==> config.mk <==
export PLATFORM = sky130hd
export DESIGN_NAME = cq_err_capture
export DESIGN_NICKNAME = d
export VERILOG_FILES = /design/src/rtl/cq_err_pkg.sv /design/src/rtl/cq_err_decode.sv /design/src/rtl/cq_halt_ctrl.sv /design/src/rtl/cq_task_record.sv /design/src/rtl/cq_err_capture.sv
export SDC_FILE = /design/constraint.sdc
export NUM_CORES = 1
export LEC_CHECK = 0
export BUFFER_PORTS_ARGS = -buffer_cell sky130_fd_sc_hd__buf_2
export CORE_ASPECT_RATIO = 0.9
export CORE_MARGIN = 4
export CORE_UTILIZATION = 28
export CTS_BUF_LIST = sky130_fd_sc_hd__clkbuf_8
export CTS_CLUSTER_DIAMETER = 100
export DETAILED_ROUTE_END_ITERATION = 16
export GPL_TIMING_DRIVEN = 0
export PLACE_DENSITY = 0.57
export SYNTH_ARGS = -nofsm -noshare
export SYNTH_HDL_FRONTEND = slang
export SYNTH_SLANG_ARGS = --single-unit
==> constraint.sdc <==
create_clock -name clk -period 1.95 [get_ports clk]
set_input_delay 0.195 -clock clk [delete_from_list [all_inputs] [get_ports clk]]
set_output_delay 0.195 -clock clk [all_outputs]
set_load 0.005 [all_outputs]
==> src/rtl/cq_err_pkg.sv <==
package cq_err_pkg;
    localparam int unsigned NUM_CODES   = 10;
    localparam int unsigned CODE_W      = 4;
    localparam int unsigned STAT_W      = NUM_CODES + 2;
    localparam int unsigned BIT_CURLIM  = NUM_CODES;
    localparam int unsigned BIT_RESPDET = NUM_CODES + 1;
    localparam int unsigned AUTO_W      = 4;
    localparam int unsigned AUTO_BASE   = 1;

    typedef enum logic [2:0] {
        OP_FETCH_QUEUE = 3'd0,
        OP_FETCH_EXEC  = 3'd1,
        OP_FETCH_DCMD  = 3'd2,
        OP_QUEUE       = 3'd3,
        OP_ADDR        = 3'd4,
        OP_EXEC        = 3'd5,
        OP_DCMD        = 3'd6,
        OP_POLL        = 3'd7
    } cq_op_e;
endpackage

==> src/rtl/cq_err_decode.sv <==
module cq_err_decode
    import cq_err_pkg::*;
(
    input  logic                 err_valid,
    input  logic [2:0]           err_op,
    input  logic [CODE_W-1:0]    err_code,
    input  logic                 poll_concurrent,
    output logic                 recoverable,
    output logic                 log_task,
    output logic                 to_data,
    output logic [NUM_CODES-1:0] code_hit,
    output logic [AUTO_W-1:0]    auto_hit
);
    cq_op_e op;
    logic   in_range;
    logic   auto_case;

    always_comb begin
        op          = cq_op_e'(err_op);
        in_range    = err_code < CODE_W'(NUM_CODES);
        recoverable = err_valid && in_range;
        log_task    = recoverable && (op != OP_POLL);
        to_data     = (op == OP_FETCH_EXEC) || (op == OP_EXEC);
        auto_case   = err_valid && (op == OP_POLL) && poll_concurrent &&
                      (err_code >= CODE_W'(AUTO_BASE)) &&
                      (err_code <  CODE_W'(AUTO_BASE + AUTO_W));
    end

    // one status line per recoverable error code
    for (genvar k = 0; k < NUM_CODES; k++) begin : g_code
        assign code_hit[k] = err_valid && !auto_case && (err_code == CODE_W'(k));
    end

    // concurrent poll command errors are diverted into their own field
    for (genvar i = 0; i < AUTO_W; i++) begin : g_auto
        assign auto_hit[i] = auto_case && (err_code == CODE_W'(i + AUTO_BASE));
    end
endmodule

==> src/rtl/cq_halt_ctrl.sv <==
module cq_halt_ctrl (
    input  logic clk,
    input  logic rst_n,
    input  logic enter,
    input  logic cmd_done,
    input  logic dat_done,
    input  logic resume,
    output logic halted,
    output logic halt_ack
);
    typedef struct packed {
        logic halted;
        logic cmd_seen;
        logic dat_seen;
        logic ack;
    } halt_t;

    halt_t st_d, st_q;
    logic  cmd_now, dat_now;

    always_comb begin
        st_d    = st_q;
        cmd_now = st_q.cmd_seen || cmd_done;
        dat_now = st_q.dat_seen || dat_done;
        if (!st_q.halted) begin
            if (enter) begin
                st_d.halted   = 1'b1;
                st_d.cmd_seen = 1'b0;
                st_d.dat_seen = 1'b0;
                st_d.ack      = 1'b0;
            end
        end else if (st_q.ack) begin
            if (resume) begin
                st_d = '0;
            end
        end else begin
            st_d.cmd_seen = cmd_now;
            st_d.dat_seen = dat_now;
            st_d.ack      = cmd_now && dat_now;
        end
    end

    always_ff @(posedge clk or negedge rst_n) begin
        if (!rst_n) st_q <= '0;
        else        st_q <= st_d;
    end

    assign halted   = st_q.halted;
    assign halt_ack = st_q.ack;
endmodule

==> src/rtl/cq_task_record.sv <==
module cq_task_record #(
    parameter int unsigned TASK_W = 5
) (
    input  logic              clk,
    input  logic              rst_n,
    input  logic              capture,
    input  logic              to_data,
    input  logic [TASK_W-1:0] task_id,
    output logic              resp_flag,
    output logic              data_flag,
    output logic [TASK_W-1:0] tid_resp,
    output logic [TASK_W-1:0] tid_data
);
    typedef struct packed {
        logic              resp;
        logic              data;
        logic [TASK_W-1:0] tid_r;
        logic [TASK_W-1:0] tid_d;
    } rec_t;

    rec_t rec_d, rec_q;

    always_comb begin
        rec_d = rec_q;
        if (capture) begin
            rec_d.resp = !to_data;
            rec_d.data = to_data;
            if (to_data) rec_d.tid_d = task_id;
            else         rec_d.tid_r = task_id;
        end
    end

    always_ff @(posedge clk or negedge rst_n) begin
        if (!rst_n) rec_q <= '0;
        else        rec_q <= rec_d;
    end

    assign resp_flag = rec_q.resp;
    assign data_flag = rec_q.data;
    assign tid_resp  = rec_q.tid_r;
    assign tid_data  = rec_q.tid_d;
endmodule

==> src/rtl/cq_err_capture.sv <==
module cq_err_capture
    import cq_err_pkg::*;
#(
    parameter int unsigned TASK_W = 5
) (
    input  logic              clk,
    input  logic              rst_n,
    input  logic              cq_en,
    input  logic              err_valid,
    input  logic [2:0]        err_op,
    input  logic [3:0]        err_code,
    input  logic [TASK_W-1:0] err_task,
    input  logic              poll_concurrent,
    input  logic              cur_lim,
    input  logic              halt_req,
    input  logic              cmd_done,
    input  logic              dat_done,
    input  logic              resume,
    input  logic [11:0]       stat_en,
    input  logic [11:0]       sig_en,
    input  logic [11:0]       clr_mask,
    output logic              halted,
    output logic              halt_ack,
    output logic [11:0]       status,
    output logic [3:0]        auto_cmd_err,
    output logic              resp_mode_err,
    output logic              data_xfer_err,
    output logic [TASK_W-1:0] task_id_resp,
    output logic [TASK_W-1:0] task_id_data,
    output logic              irq
);
    typedef struct packed {
        logic [STAT_W-1:0] stat;
        logic [AUTO_W-1:0] auto_err;
    } regs_t;

    regs_t r_d, r_q;

    logic                 recoverable, log_task, to_data;
    logic [NUM_CODES-1:0] code_hit;
    logic [AUTO_W-1:0]    auto_hit;
    logic                 halt_enter, capture, resume_ok;
    logic [STAT_W-1:0]    set_vec;

    cq_err_decode u_decode (
        .err_valid       (err_valid),
        .err_op          (err_op),
        .err_code        (err_code),
        .poll_concurrent (poll_concurrent),
        .recoverable     (recoverable),
        .log_task        (log_task),
        .to_data         (to_data),
        .code_hit        (code_hit),
        .auto_hit        (auto_hit)
    );

    assign halt_enter = cq_en && (recoverable || halt_req);

    cq_halt_ctrl u_halt (
        .clk      (clk),
        .rst_n    (rst_n),
        .enter    (halt_enter),
        .cmd_done (cmd_done),
        .dat_done (dat_done),
        .resume   (resume),
        .halted   (halted),
        .halt_ack (halt_ack)
    );

    assign capture = cq_en && log_task && !halted;

    cq_task_record #(.TASK_W(TASK_W)) u_record (
        .clk       (clk),
        .rst_n     (rst_n),
        .capture   (capture),
        .to_data   (to_data),
        .task_id   (err_task),
        .resp_flag (resp_mode_err),
        .data_flag (data_xfer_err),
        .tid_resp  (task_id_resp),
        .tid_data  (task_id_data)
    );

    always_comb begin
        r_d       = r_q;
        resume_ok = halted && halt_ack && resume;
        set_vec   = '0;
        set_vec[NUM_CODES-1:0] = code_hit & {NUM_CODES{cq_en}};
        set_vec[BIT_CURLIM]    = cur_lim;
        set_vec[BIT_RESPDET]   = cq_en && code_hit[0];
        r_d.stat     = (r_q.stat & ~clr_mask) | (set_vec & stat_en);
        r_d.auto_err = resume_ok ? '0 : (r_q.auto_err | (auto_hit & {AUTO_W{cq_en}}));
    end

    always_ff @(posedge clk or negedge rst_n) begin
        if (!rst_n) r_q <= '0;
        else        r_q <= r_d;
    end

    assign status       = r_q.stat;
    assign auto_cmd_err = r_q.auto_err;
    assign irq          = |(r_q.stat & sig_en);
endmodule

; ---- After elaboration in Yosys (flattened, before gate mapping)
; Index checks and enable logic that the tools add are counted.
[totals]
register_bits = 32
input_bits = 58
elab_cells = 83
[op_classes]
order_cmp = 3
n_eq_ne = 14
mux = 6
bitwise_logic = 9
n_reduce_logical = 41
[op_table]
columns = op, count
row1 = 12-bit bitwise AND, 3
row2 = 1-bit logical AND, 28
row3 = "4-bit by 3-bit equality test with 1-bit output, second input constant", 4
row4 = 4-bit 2-to-1 mux, 4
row5 = 12-bit NOT, 1
row6 = 12-bit OR, 1
row7 = 12-bit OR reduction, 1
row8 = 10-bit bitwise AND, 1
row9 = "4-bit by 2-bit equality test with 1-bit output, second input constant", 2
row10 = "4-bit equality test, second input constant", 2
row11 = "3-bit equality test, second input constant", 2
row12 = "3-bit != test, second input constant", 2
row13 = 2-bit AND reduction, 3
row14 = 4-bit bitwise AND, 1
row15 = "4-bit by 1-bit equality test with 1-bit output, second input constant", 1
row16 = "4-bit by 1-bit greater-or-equal comparator with 1-bit output, second input constant", 1
row17 = 4-bit logical NOT, 1
row18 = 1-bit logical OR, 4
row19 = "4-bit by 3-bit less-than comparator with 1-bit output, second input constant", 1
row20 = "4-bit less-than comparator, second input constant", 1
row21 = 4-bit OR, 1
row22 = "3-bit by 1-bit equality test with 1-bit output, second input constant", 1
row23 = 1-bit logical NOT, 3
row24 = 3-bit 2-to-1 mux, 1
row25 = 3 further kinds, 3

; ---- Longest topological paths before layout
[logic_depth]
depth_word = 11
depth_mapped = 5

; ---- By module
; From an unflattened synthesis, not the netlist that was laid out.
[hier_totals]
hier_cells = 151
area_unflattened_um2 = 1556.5
[modules_own_cells]
columns = module, instances, cells_per_inst, area_per_inst_um2, seq_area_each_um2
row1 = cq_err_capture, 1, 73, 709.4, 400.4
row2 = cq_task_record, 1, 29, 470.5, 300.3
row3 = cq_err_decode, 1, 30, 191.4, 0.0
row4 = cq_halt_ctrl, 1, 19, 185.2, 100.1

; ---- Least setup slack after synthesis
; Ideal clock, no wire load.
[synth_path]
path_type = reg2reg
start = register u_halt.st_q, in the netlist u_halt.halted
end = register u_record.rec_q, in the netlist u_record.tid_data[0]
setup_time_ns = 0.125
t_arrival_ns = 1.559
path_slack_ns = 0.266
path_stages_with_launch = 6
cell_sequence = dfrtp_1 buf_4 nand3b_1 a2111o_1 buf_6 mux2_4
[synth_between]
elab_chain_len = 3
[synth_rtl]
columns = element, line_no
row1 = from (decl), cq_halt_ctrl.sv:18  ; halt_t st_d, st_q;
row2 = from (signal assigned), cq_halt_ctrl.sv:45  ; else st_q <= st_d;
row3 = 1-bit logical NOT, n/a
row4 = 1-bit logical AND, cq_err_capture.sv:70  ; assign capture = cq_en && log_task && !halted;
row5 = 2-bit AND reduction (no line), n/a
row6 = to (signal assigned), cq_task_record.sv:35  ; else rec_q <= rec_d;
row7 = to (decl), cq_task_record.sv:21  ; rec_t rec_d, rec_q;
; Every way passes these cells.
; A chain may end at the register's enable or synchronous reset.

; ---- Final worst setup path
[layout_path]
start = register u_halt.st_q, in the netlist u_halt.halted
end = register u_record.rec_q, in the netlist u_record.tid_data[1]
; Same word-level chain as after synthesis.

==> summary.md <==
| Metric | Value |
|---|---|
| Hpwl dp | between 3 and 4 mm |
| Global-route wire length before repair | between 7 and 8 mm |
| PortBufs | 87 |
| Data required, critical path | between 2 and 2.5 ns |
| Hold depth | 2 |
| Total power | approximately 2.1 mW |
| Seq pwr share | 0.433 |
| Hold slack | between 0.08 and 0.09 ns |
| Ant diodes | 0 |
| Switch Pwr | around 580 uW |
| Comb power frac | 0.274 |
| Syn nets | just under 200 |
| Tot GR Track Use | 0.134 |
| Antenna viol nets, final | 0 |
| Initial antenna violation count | 0 |
| Setup TNS | 0 ns |
| Worst-path clk slew | about 0.070 ns |
| Slew headroom | 0.522 |
| Cells after synthesis | between 100 and 150 |
| Worst Hold Class | primary input to register |
| Most frequent cells in the layout | buf_2, dfrtp_1, inv_1, nand2_1, o21ai_0 |
| Commonest non-fill, non-tap cell in the layout | buf_2 |
| Post-CTS Hold Buffers | 1 |
| Clock buffer depth | 2 |
| Cell-internal power | around 1.5 mW |
| Vias in the first global route | 1436 |
| Area contributors post-synth | dfrtp_1, mux2_4, mux2_2 |
| Setup Fix Bufs, Post-CTS | 0 |
| Nets@finish | ~290 |
| Fillers | ~530 |
| Grt met1 use | 0.164 |
| Avg Inst Size Synth | 11.1 sq um |
| EDFF count, synth | 0 |
| Endpoints failing hold | 0 |
| Die area | roughly 0.0067 sq mm |
| Num ports | 89 |
| Synthesized flop and latch total | 32 |
| Asr flop ratio synth | 1.00 |
| Worst-Margin Slew | 0.718 ns |
| Worst Reg2Reg Path Length in Cells | 5 |
| Max cap viols | 0 |
| Combinational family with the most area after synthesis | compound AO/OA/AOI/OAI gates |
| DR WL/cell | between 10 and 15 um |
| RR Endpoint | u_record.tid_data[1] |
| Sw Ratio | 0.275 |
| Worst r2r src | u_halt.halted |
| Main synth FF type | dfrtp_1 |
| Largest net degree at the start of global routing | 33 |
| Final worst-path cycle share | 0.914 |
| Via count | about 1400 |
| Clock Sinks | 32 |
| Remaining DRCs | 0 |
| Register area | ~800 sq um |
| Worst setup EP type | register |
| Detailed Route WL | approximately 4.4 mm |
| CTS Buf Count | 5 |
| Proportion of synthesized area in mux cells | 0.0854 |
| Initial DRC Count | 53 |
| Post-CTS Resized | 0 |
| Final worst setup slack | around 0.17 ns |
| FP Rows | 25 |
| Core Area | roughly 0.0053 sq mm |
| Unrepaired setup endpoints after global routing | false |
| Worst skew pair latency | between 0.2 and 0.3 ns |
| Pre-CTS WS | 0.138 ns |
| TritonRoute pass-1 iters | 4 |
| Top cell type's share of synthesized area | 0.521 |
| Met2 Use GR | 0.214 |
| Status | finished clean |
| CTS root buf | clkbuf_8 |
| Fraction of layout cells with a size suffix above 1 | 0.470 |
| Static leakage | ~1.2 nW |
| Hold_sp | clr_mask[10] |
| Synth unique cells | 36 |
| Die Wd | approximately 86 um |
| CTS tree | built |
| Final min period | around 1.8 ns |
| H-tree depth | 2 |
| Post-DP Area | approximately 0.0021 sq mm |
| Adder-cell area share of the yosys netlist | 0 |
| Hold endpoint | status[10] |
| WS Path Type | register to register |
| Final Wtd Congestion | 0.788 |
| Met3 Usage GRT | 0.0504 |
| Area growth syn-to-layout | 41.4% |
| Clk network pwr share | 0.293 |
| Final Skew | between 0.004 and 0.005 ns |
| CP Launch Type | register |
| Synth Area in Compound Gates | 0.181 |
| Final Max Slew Viols | 0 |
| Highest clock rate | about 560 MHz |
| Die Ht | slightly below 80 um |
| Total gr overflow | 0 |
| Power Density | a little under 1000 mW/mm^2 |
| Reg-to-reg slack, setup | around 0.17 ns |
| Initial Util | 0.291 |
| Synth Area in Simple Gates | 0.164 |
| GRT Max-Usage Layer | met2 |
| Worst Path Arrival | 1.95 ns |
| Synth Area in XOR/XNOR | 0 |
| Fin area | ~0.0022 sq mm |
| Vias per Instance | 4.71 |
| Area of the multi-input gates | around 660 sq um |
| Area leader, netlist | dfrtp_1 |
| Setup Viol. Count Final | 0 |
| Worst-path fanout max | 10 |
| Sequential area share after synthesis | 0.521 |
| Worst vdd ir | 0.577 mV |
| Cell Area, Synth | ~0.0015 sq mm |
| Ys Warns | 0 |
-- metal layers --
layer,share of wire,up-vias,routed length (um)
li1,-,694,-
met1,0.43,683,1890
met2,0.49,38,2130
met3,0.067,4,290
met4,0.010,0,44
met5,0,-,0
-- stage by stage --
step                std cells  utilization
finish                    301        0.411
global route              301        0.411
CTS                       301        0.411
detailed placement        292        0.389
global placement          292        0.389
floorplan                 138            -
-- Yosys cell counts (all sizes together) (3+ instances only) --
| cell | instances |
|---|---|
| a32o | 4 |
| inv | 14 |
| nand2 | 12 |
| dfrtp | 32 |
| a221oi | 4 |
| o21ai | 9 |
| o22ai | 4 |
| nand2b | 3 |
| nand4 | 3 |
| nand3b | 4 |
| nor2b | 5 |
| nand3 | 6 |
| mux2 | 10 |
| a22o | 5 |
-- power by group through the flow --
| stage | registers [mW] | logic [mW] | clock network, mW |
|---|---|---|---|
| detailed placement | 0.925 | 0.591 | 0 |
| finish | 0.916 | 0.579 | 0.619 |
| CTS | 0.920 | 0.593 | 0.638 |
| global placement | 0.927 | 0.578 | 0 |
| global route | 0.943 | 0.649 | 0.674 |
| floorplan | 0.930 | 0.306 | 0 |
-- worst max path at each step --
stage | startpoint | end | slack, ns | cells past startpoint
2_1_floorplan | u_halt.halted | u_record.tid_data[0] | 0.27 | 5
6_report | u_halt.halted | u_record.tid_data[1] | 0.17 | 5
3_5_place_dp | u_halt.halted | u_record.tid_resp[2] | 0.14 | 4
3_3_place_gp | u_halt.halted | u_record.tid_resp[1] | 0.16 | 4
5_1_grt | u_halt.halted | u_record.tid_resp[4] | 0.06 | 4
4_1_cts | u_halt.halted | u_record.tid_data[1] | 0.15 | 5
-- final cells by class --
type	count	share of cell area
buffer	3	0.0104
clock buffer	5	0.0316
clock inverter	3	0.0178
inverter	14	0.0242
multi-input combinational	89	0.304
sequential	32	0.368
tap	67	0.0385
timing repair buffer	88	0.205
-- cells by family (layout without fill, tap and decap cells) --
family	count (synthesis)	count (layout)
mux	10	10
buf+inv	17	113
flops	32	32
compound gates	35	35
simple gates	44	44
-- flip-flops by register name, indices dropped and copies added (netlist names) --
register,cells
u_record.resp_flag,1
u_halt.halt_ack,1
u_record.tid_data,5
u_halt.halted,1
u_halt.st_q,2
status,12
auto_cmd_err,4
u_record.tid_resp,5
u_record.data_flag,1
-- critical path, stage by stage (launching register included) --
cell	delay (ns)
dfrtp_1	0.38
buf_4	0.17
nand3b_1	0.25
a2111o_1	0.43
buf_6	0.15
mux2_4	0.29
Power figures use the tool's default switching activity.
